`config.mk`:
```
export PLATFORM = sky130hd
export DESIGN_NAME = evt_timer8
export DESIGN_NICKNAME = d
export VERILOG_FILES = /design/src/rtl/evt_timer8_pkg.sv /design/src/rtl/evt_timer8_sync.sv /design/src/rtl/evt_timer8_tick.sv /design/src/rtl/evt_timer8_pwm.sv /design/src/rtl/evt_timer8.sv
export SDC_FILE = /design/constraint.sdc
export NUM_CORES = 1
export LEC_CHECK = 0
export ABC_AREA = 1
export BUFFER_PORTS_ARGS = -buffer_cell sky130_fd_sc_hd__buf_2
export CAP_MARGIN = 20
export CORE_MARGIN = 2
export CORE_UTILIZATION = 55
export CTS_CLUSTER_DIAMETER = 40
export DETAILED_ROUTE_END_ITERATION = 10
export HOLD_SLACK_MARGIN = 0.12
export PLACE_DENSITY_LB_ADDON = 0.2
export REMOVE_ABC_BUFFERS = 1
export SYNTH_ARGS = -nofsm -noshare
export SYNTH_HDL_FRONTEND = slang
export SYNTH_SLANG_ARGS = --single-unit
```
`constraint.sdc`:
```
create_clock -name clk -period 4.4 [get_ports clk]
set_clock_uncertainty 0.1 [all_clocks]
set_input_delay 0.22 -clock clk [delete_from_list [all_inputs] [get_ports clk]]
set_output_delay 0.22 -clock clk [all_outputs]
set_load 0.01 [all_outputs]
```
`src/rtl/evt_timer8_pkg.sv`:
```
package evt_timer8_pkg;
  typedef enum logic [1:0] {
    MODE_HOLD  = 2'b00,
    MODE_EVENT = 2'b01,
    MODE_TIMER = 2'b10,
    MODE_PULSE = 2'b11
  } tmr_mode_e;

  // run in bit 3, edge polarity in bit 2, mode in bits 1:0
  typedef struct packed {
    logic      run;
    logic      edge_rise;
    tmr_mode_e mode;
  } tmr_ctl_t;

  localparam int CTL_W = $bits(tmr_ctl_t);
endpackage

```
`src/rtl/evt_timer8_sync.sv`:
```
module evt_timer8_sync #(
  parameter int STAGES = 2
) (
  input  logic clk,
  input  logic rst_n,
  input  logic pin,
  output logic rise,
  output logic fall
);
  localparam int TOP = STAGES - 1;

  logic [TOP:0] sh_q;
  logic         prev_q;

  always_ff @(posedge clk or negedge rst_n) begin
    if (!rst_n) begin
      sh_q   <= '0;
      prev_q <= 1'b0;
    end else begin
      sh_q   <= {sh_q[TOP-1:0], pin};
      prev_q <= sh_q[TOP];
    end
  end

  assign rise = sh_q[TOP] & ~prev_q;
  assign fall = ~sh_q[TOP] & prev_q;
endmodule

```
`src/rtl/evt_timer8_tick.sv`:
```
module evt_timer8_tick (
  input  logic [1:0] src_sel,
  input  logic       presc_en,
  input  logic       rtc_tick,
  output logic       tick
);
  always_comb begin
    case (src_sel)
      2'd0:    tick = 1'b1;
      2'd1:    tick = presc_en;
      default: tick = rtc_tick;
    endcase
  end
endmodule

```
`src/rtl/evt_timer8_pwm.sv`:
```
module evt_timer8_pwm (
  input  logic clk,
  input  logic rst_n,
  input  logic armed,
  input  logic act_edge,
  input  logic inact_edge,
  input  logic tick,
  output logic meas,
  output logic pulse_cnt,
  output logic pulse_done
);
  assign pulse_done = armed & meas & inact_edge;
  assign pulse_cnt  = armed & tick & (meas ? ~inact_edge : act_edge);

  always_ff @(posedge clk or negedge rst_n) begin
    if (!rst_n)
      meas <= 1'b0;
    else if (!armed)
      meas <= 1'b0;
    else if (!meas && act_edge)
      meas <= 1'b1;
    else if (pulse_done)
      meas <= 1'b0;
  end
endmodule

```
`src/rtl/evt_timer8.sv`:
```
module evt_timer8
  import evt_timer8_pkg::*;
#(
  parameter int CNT_W       = 8,
  parameter int SYNC_STAGES = 2
) (
  input  logic             clk,
  input  logic             rst_n,
  input  logic             cnt_wr,
  input  logic [CNT_W-1:0] cnt_wdata,
  input  logic             cnt_rd,
  output logic [CNT_W-1:0] cnt_rdata,
  input  logic             ctl_wr,
  input  logic [CTL_W-1:0] ctl_wdata,
  output logic [CTL_W-1:0] ctl_rdata,
  input  logic [1:0]       src_sel,
  input  logic             presc_en,
  input  logic             rtc_tick,
  input  logic             ext_pin,
  input  logic             int_en,
  input  logic             irq_clr,
  input  logic             pfd_en_n,
  output logic             ovf_flag,
  output logic             irq,
  output logic             pfd_out
);
  localparam logic [CNT_W-1:0] CNT_MAX = {CNT_W{1'b1}};

  tmr_ctl_t         ctl_q;
  logic [CNT_W-1:0] cnt_q;
  logic [CNT_W-1:0] preload_q;
  logic             pfd_q;

  logic pin_rise, pin_fall, act_edge, inact_edge;
  logic tick, meas, pulse_cnt, pulse_done, armed;
  logic step, ovf;

  evt_timer8_sync #(.STAGES(SYNC_STAGES)) sync_i (
    .clk  (clk),
    .rst_n(rst_n),
    .pin  (ext_pin),
    .rise (pin_rise),
    .fall (pin_fall)
  );

  evt_timer8_tick tick_i (
    .src_sel (src_sel),
    .presc_en(presc_en),
    .rtc_tick(rtc_tick),
    .tick    (tick)
  );

  assign act_edge   = ctl_q.edge_rise ? pin_rise : pin_fall;
  assign inact_edge = ctl_q.edge_rise ? pin_fall : pin_rise;
  assign armed      = ctl_q.run && (ctl_q.mode == MODE_PULSE);

  evt_timer8_pwm pwm_i (
    .clk       (clk),
    .rst_n     (rst_n),
    .armed     (armed),
    .act_edge  (act_edge),
    .inact_edge(inact_edge),
    .tick      (tick),
    .meas      (meas),
    .pulse_cnt (pulse_cnt),
    .pulse_done(pulse_done)
  );

  // step selection per mode; a read blocks the step
  always_comb begin
    step = 1'b0;
    if (ctl_q.run && !cnt_rd) begin
      case (ctl_q.mode)
        MODE_EVENT: step = act_edge;
        MODE_TIMER: step = tick;
        MODE_PULSE: step = pulse_cnt;
        default:    step = 1'b0;
      endcase
    end
  end

  assign ovf = step && (cnt_q == CNT_MAX);

  always_ff @(posedge clk or negedge rst_n) begin
    if (!rst_n) begin
      ctl_q <= '0;
    end else if (ctl_wr) begin
      ctl_q <= tmr_ctl_t'(ctl_wdata);
    end else if (pulse_done) begin
      ctl_q.run <= 1'b0;
    end
  end

  always_ff @(posedge clk or negedge rst_n) begin
    if (!rst_n) begin
      preload_q <= '0;
      cnt_q     <= '0;
    end else begin
      if (cnt_wr)
        preload_q <= cnt_wdata;
      if (cnt_wr && !ctl_q.run)
        cnt_q <= cnt_wdata;
      else if (ovf)
        cnt_q <= preload_q;
      else if (step)
        cnt_q <= cnt_q + 1'b1;
    end
  end

  always_ff @(posedge clk or negedge rst_n) begin
    if (!rst_n) begin
      ovf_flag <= 1'b0;
      pfd_q    <= 1'b0;
    end else begin
      if (irq_clr)
        ovf_flag <= 1'b0;
      else if (ovf)
        ovf_flag <= 1'b1;
      if (ovf)
        pfd_q <= ~pfd_q;
    end
  end

  assign cnt_rdata = cnt_q;
  assign ctl_rdata = ctl_q;
  assign irq       = ovf_flag & int_en;
  assign pfd_out   = pfd_q & ~pfd_en_n;
endmodule

```
==> flow_metrics.tcl, run 1 <==
set metrics [dict create \
    setup_violations 0 \
    die_h_um 54.6 \
    clk_latency_ns 0.33 \
    cp.arrival_ns 2.16 \
    dr.pass1.iters 4 \
    htreeDepth 1 \
    syn-instance-count 170 \
    seq_area_frac_synth_pct 46.2 \
    place_congestion 0.900 \
    diodes 0 \
    die-area_um2 2980 \
    p_leak_nw 0.991 \
    synth_area_um2 1410 \
    grt_pass1_vias 1236 \
    overflow 0 \
    setup_tns_ns 0 \
    cts_tree "yes" \
    synth.distinct_cells 26 \
    ys_warn_count 0 \
    vdd_drop_max_v 0.000258 \
    r2r_slack_ns 2.55 \
    vias 1341 \
    initial_utilization_pct 57.3 \
    holdCritPathClass "input port to flip-flop" \
    cts_root_buf "clkbuf_4" \
    dp.final_hpwl_mm 2.25 \
    io_pins 40 \
    crit_path_end_kind "flip-flop" \
    routed_wl_mm 3.23 \
    crit_required_ns 4.53 \
    cts.repair.resized 0 \
    period_needed_ns 2.03 \
    cts-buffers-inserted 3 \
    grt_pass1_wl_mm 5.24 \
    max_freq_mhz 492 \
    globalRouteTotalUtil_pct 24.9 \
    cts_buffer_depth 2 \
    hold_viol 0 \
    fin_nets 260 \
    synth_area_leaders "dfrtp_1 46%, nand2_1 12%, nand3_1 5.7%" \
    worst_setup_path_start_kind "input port" \
    die_w_um 54.6 \
    slew_viol_final 0 \
    coreArea_um2 2450 \
    drive_above_1_share_pct 26.6 \
    avgRoutedWirePerCell_um 12.3 \
    grt_setup_unrepaired "false" \
    power_uw 634 \
    slew_headroom_pct 62.5 \
    p_per_area_nw_per_um2 334 \
    drv_cap 0 \
    syn_avg_cell_area_um2 8.28 \
    synth_top_area_cell "dfrtp_1" \
    outcome "finished clean" \
    synth-seq-cells 26 \
    clk_pin_slew_ns 0.15 \
    postCtsSetupRepairBufs 0 \
    grt_max_degree 27 \
    drtAntennaViolNets 0 \
    drt_iter0_drc 29 \
    area_growth_pct 34.8 \
    synth_top_area_share_pct 46.2 \
    rows 18 \
    drc_errors 0 \
    finalCritPeriodShare_pct 46.2 \
    cp_max_fo 1 \
    worst_slew_pin_slew_ns 0.562 \
    io_buffers 39 \
    antenna_found_initial 0 \
    worst-setup-path-type "input port to flip-flop" \
    viasPerCell 5.10 \
    cts.sinks 26 \
]
Yosys cell counts (all sizes together):
cell	instances
a21oi	4
a22o	1
buf	1
clkbuf	1
dfrtp	26
ha	1
inv	21
mux2	3
nand2	49
nand3	20
nand4	4
nor2	18
nor3	1
o211ai	2
o21ai	11
xnor2	2
xor2	5
metrics by stage:
stage / hold WS (ns) / area (µm²) / util [%] / std cells / worst slack (ns)
floorplan: -0.176 / 1390 / - / 168 / 2.72
global placement: 0.146 / 1630 / 66.2 / 237 / 2.69
detailed placement: 0.148 / 1630 / 66.2 / 237 / 2.59
CTS: 0.145 / 1900 / 77.3 / 263 / 2.45
global route: 0.148 / 1900 / 77.3 / 263 / 2.34
finish: 0.144 / 1900 / 77.3 / 263 / 2.37
timing repair:
action	4_1_cts	5_1_grt
endpoints found under the hold margin	44	0
setup endpoints to repair	0	0
hold buffers	22	0
worst paths after layout:
kind | from | endpoint | cells past startpoint
worst max-delay path | ctl_wdata[1] | ctl_rdata[1] | 6
worst min-delay path | cnt_wr | preload_q[1] | 3
worst max register to register | cnt_rdata[0] | cnt_rdata[3] | 10
worst min register to register | sync_i.sh_q[0] | sync_i.sh_q[1] | 0
max in group asynchronous | rst_n | preload_q[4] | 2
min in group asynchronous | rst_n | ctl_rdata[0] | 2
power breakdown:
part / total (mW) / switching [mW] / leakage, nW / internal, mW
clock: 0.165 / 0.0729 / 0.0279 / 0.0922
combinational: 0.166 / 0.0894 / 0.648 / 0.0771
sequential: 0.303 / 0.0344 / 0.315 / 0.268
total: 0.634 / 0.197 / 0.991 / 0.438
flip-flops by register name, summed over array words and instances, names as in the netlist:
register       count
ovf_flag           1
cnt_rdata          8
preload_q          8
sync_i.sh_q        2
sync_i.prev_q      1
pwm_i.meas         1
ctl_rdata          4
pfd_q              1
layout by cell type (no fill, tap or decap):
master	netlist	routed
o211ai_1	2	2
nand2_1	46	46
buf_2	0	39
a22o_1	1	1
inv_2	2	2
o21ai_1	2	2
bufinv_16	0	1
dfrtp_1	26	26
nand4_1	4	4
clkbuf_4	0	3
inv_1	18	18
nor3_1	1	1
mux2_2	3	3
nand2_2	2	2
a21oi_1	4	4
nor2_4	2	2
o21ai_0	9	9
nor2_1	12	12
nand3_1	16	16
inv_4	1	1
dlygate4sd3_1	0	22
nor2_2	4	4
nand2_4	1	1
nand3_4	2	2
ha_1	1	1
xnor2_1	2	2
nand3_2	2	2
xor2_1	5	5
final cells by class:
| cell class | count | area [µm²] |
|---|---|---|
| clock buffer | 3 | 22.5 |
| clock inverter | 1 | 30.0 |
| fill | 178 | 557 |
| inverter | 21 | 81.3 |
| multi-input combinational | 121 | 661 |
| sequential | 26 | 651 |
| tap | 30 | 37.5 |
| timing repair buffer | 61 | 415 |
metal layers:
| layer | track usage [%] | vias to the layer above | share of wire (%) |
|---|---|---|---|
| met2 | 42.7 | 45 | 49 |
| met1 | 30.7 | 618 | 44 |
| met5 | 0 | - | 0 |
| met4 | 10.8 | 0 | 2.2 |
| met3 | 3.83 | 7 | 4.6 |
| li1 | - | 671 | - |
critical path, cell delays in order:
cell           delay [ns]
dlygate4sd3_1        0.53
buf_2                0.12
nand2_1              0.05
dlygate4sd3_1        0.53
o21ai_0              0.11
dlygate4sd3_1        0.60
kinds of logic (layout without fill, tap and decap cells):
logic type	Yosys count	after routing	synth area share, %
and+or+nand+nor	92	92	32.3
DFF	26	26	46.2
buffers and inverters	23	86	6.84
AOI/OAI and AO/OA	18	18	7.02
xor gates and xnor gates	7	7	4.36
muxes	3	3	2.40
adders and majority gates	1	1	0.889
Note: power is estimated with default switching activity, not from simulation.
==> run 2: changes to the inputs <==
--- a/config.mk
+++ b/config.mk
@@ -9,7 +9,7 @@
 export BUFFER_PORTS_ARGS = -buffer_cell sky130_fd_sc_hd__buf_2
 export CAP_MARGIN = 20
 export CORE_MARGIN = 2
-export CORE_UTILIZATION = 55
+export CORE_UTILIZATION = 51
 export CTS_CLUSTER_DIAMETER = 40
 export DETAILED_ROUTE_END_ITERATION = 10
 export HOLD_SLACK_MARGIN = 0.12
==> constraint.sdc (replaced) <==
create_clock -name clk -period 1.9 [get_ports clk]
set_clock_uncertainty 0.1 [all_clocks]
set_input_delay 0.095 -clock clk [delete_from_list [all_inputs] [get_ports clk]]
set_output_delay 0.095 -clock clk [all_outputs]
set_load 0.01 [all_outputs]
==> run 2 against run 1 <==
First-iteration DRC count is 76% higher. Via count is 5.5% higher. Final area is 6.0% higher. Register-to-register slack worse by 2.4 ns. Clock-buffer cell count is 1 higher. Critical endpoint is now preload_q[0]. Largest power group unchanged. Highest routed layer unchanged.
==> flow_metrics.tcl, run 2 (synthesized netlist as in run 1, its figures left out) <==
set metrics [dict create \
    finalCritPeriodShare_pct 99.3 \
    dp_worst_setup_slack_ns 0.0801 \
    cts_buffer_depth 2 \
    period_needed_ns 1.89 \
    grt_max_degree 27 \
    slew_headroom_pct 61.4 \
    vias 1415 \
    fin_nets 273 \
    setup_tns_ns 0 \
    max_freq_mhz 530 \
    fin_util_pct 74.9 \
    drtAntennaViolNets 0 \
    n_fill_cell 218 \
    io_pins 40 \
    globalRouteTotalUtil_pct 24.1 \
    worst_setup_path_start_kind "input port" \
    routed_wl_mm 3.57 \
    worst_slew_pin_slew_ns 0.578 \
    cts_root_buf "clkbuf_4" \
    area_growth_pct 42.9 \
    worst-setup-path-type "input port to flip-flop" \
    met2_usage_pct 41.5 \
    grtUsageMet3_pct 2.30 \
    dr.pass1.iters 4 \
    viasPerCell 5.11 \
    crit_buf_inv 4 \
    rows 19 \
    critPathMostFrequentCell "dlygate4sd3_1" \
    vdd_drop_max_v 0.000646 \
    grt_pass1_vias 1409 \
    outcome "finished clean" \
    power_mw 1.40 \
    antenna_found_initial 0 \
    die_h_um 56.5 \
    clk_latency_ns 0.32 \
    initial_utilization_pct 52.4 \
    cts-buffers-inserted 3 \
    cp.arrival_ns 2.00 \
    setup_ws_ns 0.0126 \
    final_common_cell "nand2_1" \
    crit_required_ns 2.01 \
    critical-path-top-delay-family "buffers and inverters" \
    grt-busiest-layer "met2" \
    overflow 0 \
    cp_slowest_cell "dlygate4sd3_1" \
    p_leak_nw 1.04 \
    hold_viol 0 \
    diodes 0 \
    io_buffers 39 \
    drive_above_1_share_pct 27.2 \
    clk_pin_slew_ns 0.14 \
    holdCritPathClass "input port to flip-flop" \
    grt_pass1_wl_mm 6.09 \
    setup_violations 0 \
    mostFrequentLayoutCells "46 x nand2_1, 39 x buf_2, 30 x dlygate4sd3_1" \
    drc_errors 0 \
    slew_viol_final 0 \
    avgRoutedWirePerCell_um 12.9 \
    max_stage_delay_ns 0.56 \
    cts.sinks 26 \
    crit_path_end_kind "flip-flop" \
    cp_max_fo 2 \
    htreeDepth 1 \
    coreArea_um2 2690 \
    use_met1_pct 31.2 \
    crit_chain "dlygate4sd3_1 -> buf_2 -> nand2_1 -> dlygate4sd3_1 -> o21ai_0 -> dlygate4sd3_1" \
    dp.final_hpwl_mm 2.39 \
    cts_tree "yes" \
    die-area_um2 3200 \
    p_per_area_nw_per_um2 698 \
    drt_iter0_drc 51 \
    drv_cap 0 \
    die_w_um 56.5 \
    place_congestion 0.862 \
]
-- run 2: per-stage QoR --
step | instances | instance area [µm²] | hold slack [ns]
after floorplan | 168 | 1390 | -0.301
after global placement | 239 | 1630 | 0.0194
after detailed placement | 239 | 1630 | 0.0275
after CTS | 275 | 1990 | 0.135
after global routing | 277 | 2010 | 0.161
final | 277 | 2010 | 0.0880
-- run 2: path summary, 6_finish.rpt --
kind                       depth (start not counted)            from             end  slack (ns)
min reg2reg                                        0  sync_i.sh_q[0]  sync_i.sh_q[1]        0.27
max                                                6    cnt_wdata[0]    preload_q[0]        0.01
min                                                3          cnt_wr    preload_q[4]        0.09
min in group asynchronous                          2           rst_n    ctl_rdata[0]        0.20
max reg2reg                                       10    cnt_rdata[0]    cnt_rdata[3]        0.13
max in group asynchronous                          2           rst_n  sync_i.sh_q[1]        1.12
-- run 2: cell type report --
type                    instances  area, µm²  share of cell area (%)
inverters                      21       81.3                    4.04
repair buffers                 73        538                    26.7
clock buffers                   4       36.3                    1.80
flip-flops and latches         26        651                    32.3
well taps                      31       38.8                    1.93
multi-input cells             122        667                    33.1
-- run 2: where the power goes --
group          internal (mW)  leakage, nW  total (mW)  switching, mW
logic                  0.205        0.705       0.427          0.222
clock network          0.117       0.0210       0.280          0.163
registers              0.622        0.315       0.697         0.0756
-- run 2: routing by layer --
layer / up-vias / routed length (µm)
met5: - / 0
met4: 0 / 73
met3: 8 / 233
met2: 56 / 1740
met1: 653 / 1530
li1: 698 / -
-- run 2: tightest hold or removal path, stage by stage --
cell	delay (ns)
buf_2	0.09
buf_4	0.19
o21ai_0	0.11
-- run 2: repair_timing --
item / in CTS / in global routing
endpoints found under the hold margin: 49 / 0
setup buffers: 0 / 3
resized for setup: 0 / 2
endpoints found under the setup margin: 0 / 8
hold buffers: 32 / 0
==> run 3: changes to the inputs <==
--- a/config.mk
+++ b/config.mk
@@ -14,7 +14,6 @@
 export DETAILED_ROUTE_END_ITERATION = 10
 export HOLD_SLACK_MARGIN = 0.12
 export PLACE_DENSITY_LB_ADDON = 0.2
-export REMOVE_ABC_BUFFERS = 1
 export SYNTH_ARGS = -nofsm -noshare
 export SYNTH_HDL_FRONTEND = slang
 export SYNTH_SLANG_ARGS = --single-unit
==> constraint.sdc (replaced) <==
create_clock -name clk -period 1.9 [get_ports clk]
set_clock_uncertainty 0.1 [all_clocks]
set_input_delay 0 -clock clk [delete_from_list [all_inputs] [get_ports clk]]
set_output_delay 0 -clock clk [all_outputs]
set_load 0.01 [all_outputs]
==> run 3 against run 2 <==
Sequential power increased by 0.9%. Cell count increased by 3.2%. Die area unchanged. Clock-buffer cell count unchanged. Non-clock buffer count increased by 9. Critical endpoint is now cnt_rdata[3].
==> flow_metrics.tcl, run 3 (synthesized netlist as in run 1, its figures left out) <==
set metrics [dict create \
    globalRouteTotalUtil_pct 22.9 \
    die_w_um 56.5 \
    cts_root_buf "clkbuf_4" \
    initial_utilization_pct 52.4 \
    io_buffers 39 \
    cts_buffer_depth 2 \
    fin_nets 282 \
    drc_errors 0 \
    outcome "finished clean" \
    die-area_um2 3200 \
    cts.sinks 26 \
    drt_iter0_drc 37 \
    worst-setup-path-type "flip-flop to flip-flop" \
    power_mw 1.42 \
    io_pins 40 \
    antenna_found_initial 0 \
    area_growth_pct 49.6 \
    vdd_drop_max_v 0.000522 \
    drtAntennaViolNets 0 \
    setup_violations 0 \
    clk_pin_slew_ns 0.14 \
    worst_setup_path_start_kind "flip-flop" \
    slew_headroom_pct 78.3 \
    avgRoutedWirePerCell_um 12.5 \
    grt_pass1_vias 1424 \
    cts-buffers-inserted 3 \
    p_leak_nw 1.08 \
    die_h_um 56.5 \
    drv_cap 0 \
    clk_latency_ns 0.32 \
    cts_tree "yes" \
    grt_max_degree 27 \
    stdcell_area_um2 2110 \
    worst_slew_pin_slew_ns 0.326 \
    overflow 0 \
    routed_wl_mm 3.56 \
    diodes 0 \
    coreArea_um2 2690 \
    fin_util_pct 78.4 \
    grt_pass1_wl_mm 5.83 \
    cp.arrival_ns 1.95 \
    slew_viol_final 0 \
    mostFrequentLayoutCells "45 x nand2_1, 38 x buf_2, 36 x dlygate4sd3_1" \
    finalCritPeriodShare_pct 96.0 \
    viasPerCell 5.03 \
    crit_required_ns 2.03 \
    p_per_area_nw_per_um2 674 \
    synthesis.nets 196 \
    htreeDepth 1 \
    n_fill_cell 196 \
    setup_ws_ns 0.0754 \
    crit_path_end_kind "flip-flop" \
    holdCritPathClass "input port to output pin" \
    cp_max_fo 8 \
    dpl_cell_area_um2 1630 \
    place_congestion 0.850 \
    max_freq_mhz 548 \
    final_common_cell "nand2_1" \
    r2r_slack_ns 0.08 \
    grt_setup_unrepaired "true" \
    period_needed_ns 1.82 \
    vias 1440 \
    dp_worst_setup_slack_ns 0.0967 \
    rows 19 \
    dr.pass1.iters 4 \
    setup_tns_ns 0 \
    dp.final_hpwl_mm 2.20 \
    drive_above_1_share_pct 28.2 \
    hold_viol 0 \
]
-- run 3: changes by cell type in the layout (fill, tap and decap cells not counted), moves of 2 or more --
cell	previous run	this run
dlygate4sd3_1	30	36
buf_4	3	6
o21ai_1	4	2
o21ai_0	7	9
-- run 3: metrics by stage --
step                std cells  hold WS (ns)
CTS                       280         0.132
global route              286         0.147
finish                    286         0.133
global placement          239       -0.0676
detailed placement        239       -0.0680
floorplan                 170        -0.396
-- run 3: report_power, final --
group          switching [mW]  internal (mW)  leakage [nW]
Combinational           0.219          0.220         0.745
Clock                   0.159          0.117        0.0210
Sequential             0.0814          0.622         0.315
Total                   0.459          0.959          1.08
-- run 3: layout make-up --
class                   count  area (µm²)  area share (%)
multi-input cells         122         672            31.9
inverters                  21        81.3            3.86
flip-flops and latches     26         651            30.9
clock buffers               4        36.3            1.72
repair buffers             82         627            29.8
well taps                  31        38.8            1.84
-- run 3: worst paths after layout --
| check | start | endpoint | cells past startpoint |
|---|---|---|---|
| setup reg to reg | cnt_rdata[0] | cnt_rdata[3] | 10 |
| hold reg to reg | sync_i.sh_q[0] | sync_i.sh_q[1] | 0 |
| min in group asynchronous | rst_n | preload_q[7] | 4 |
| setup / recovery | cnt_rdata[0] | cnt_rdata[3] | 10 |
| hold / removal | pfd_en_n | pfd_out | 3 |
| max in group asynchronous | rst_n | pwm_i.meas | 4 |
-- run 3: critical path: stages, from the launching register on --
cell and delay (ns):
dfrtp_1 0.44, ha_2 0.21, nand2_1 0.06, nor2_2 0.17
nand3_2 0.13, nor2_4 0.19, nand3_4 0.14, nand2_2 0.10
nand3_1 0.07, nand2_1 0.06, nand2_1 0.05
-- run 3: what timing repair did --
action                     CTS  global route
setup buffers                0             5
hold endpoints to repair    49             0
resized for setup            0             5
setup endpoints to repair    0            11
hold buffers                37             0
-- run 3: per-layer routing --
layer,part of all wire [%],wire (µm),track usage (%)
met1,42,1510,28.2
met2,51,1810,41.2
met3,4.2,151,2.30
met4,2.4,87,8.16
met5,0,0,0
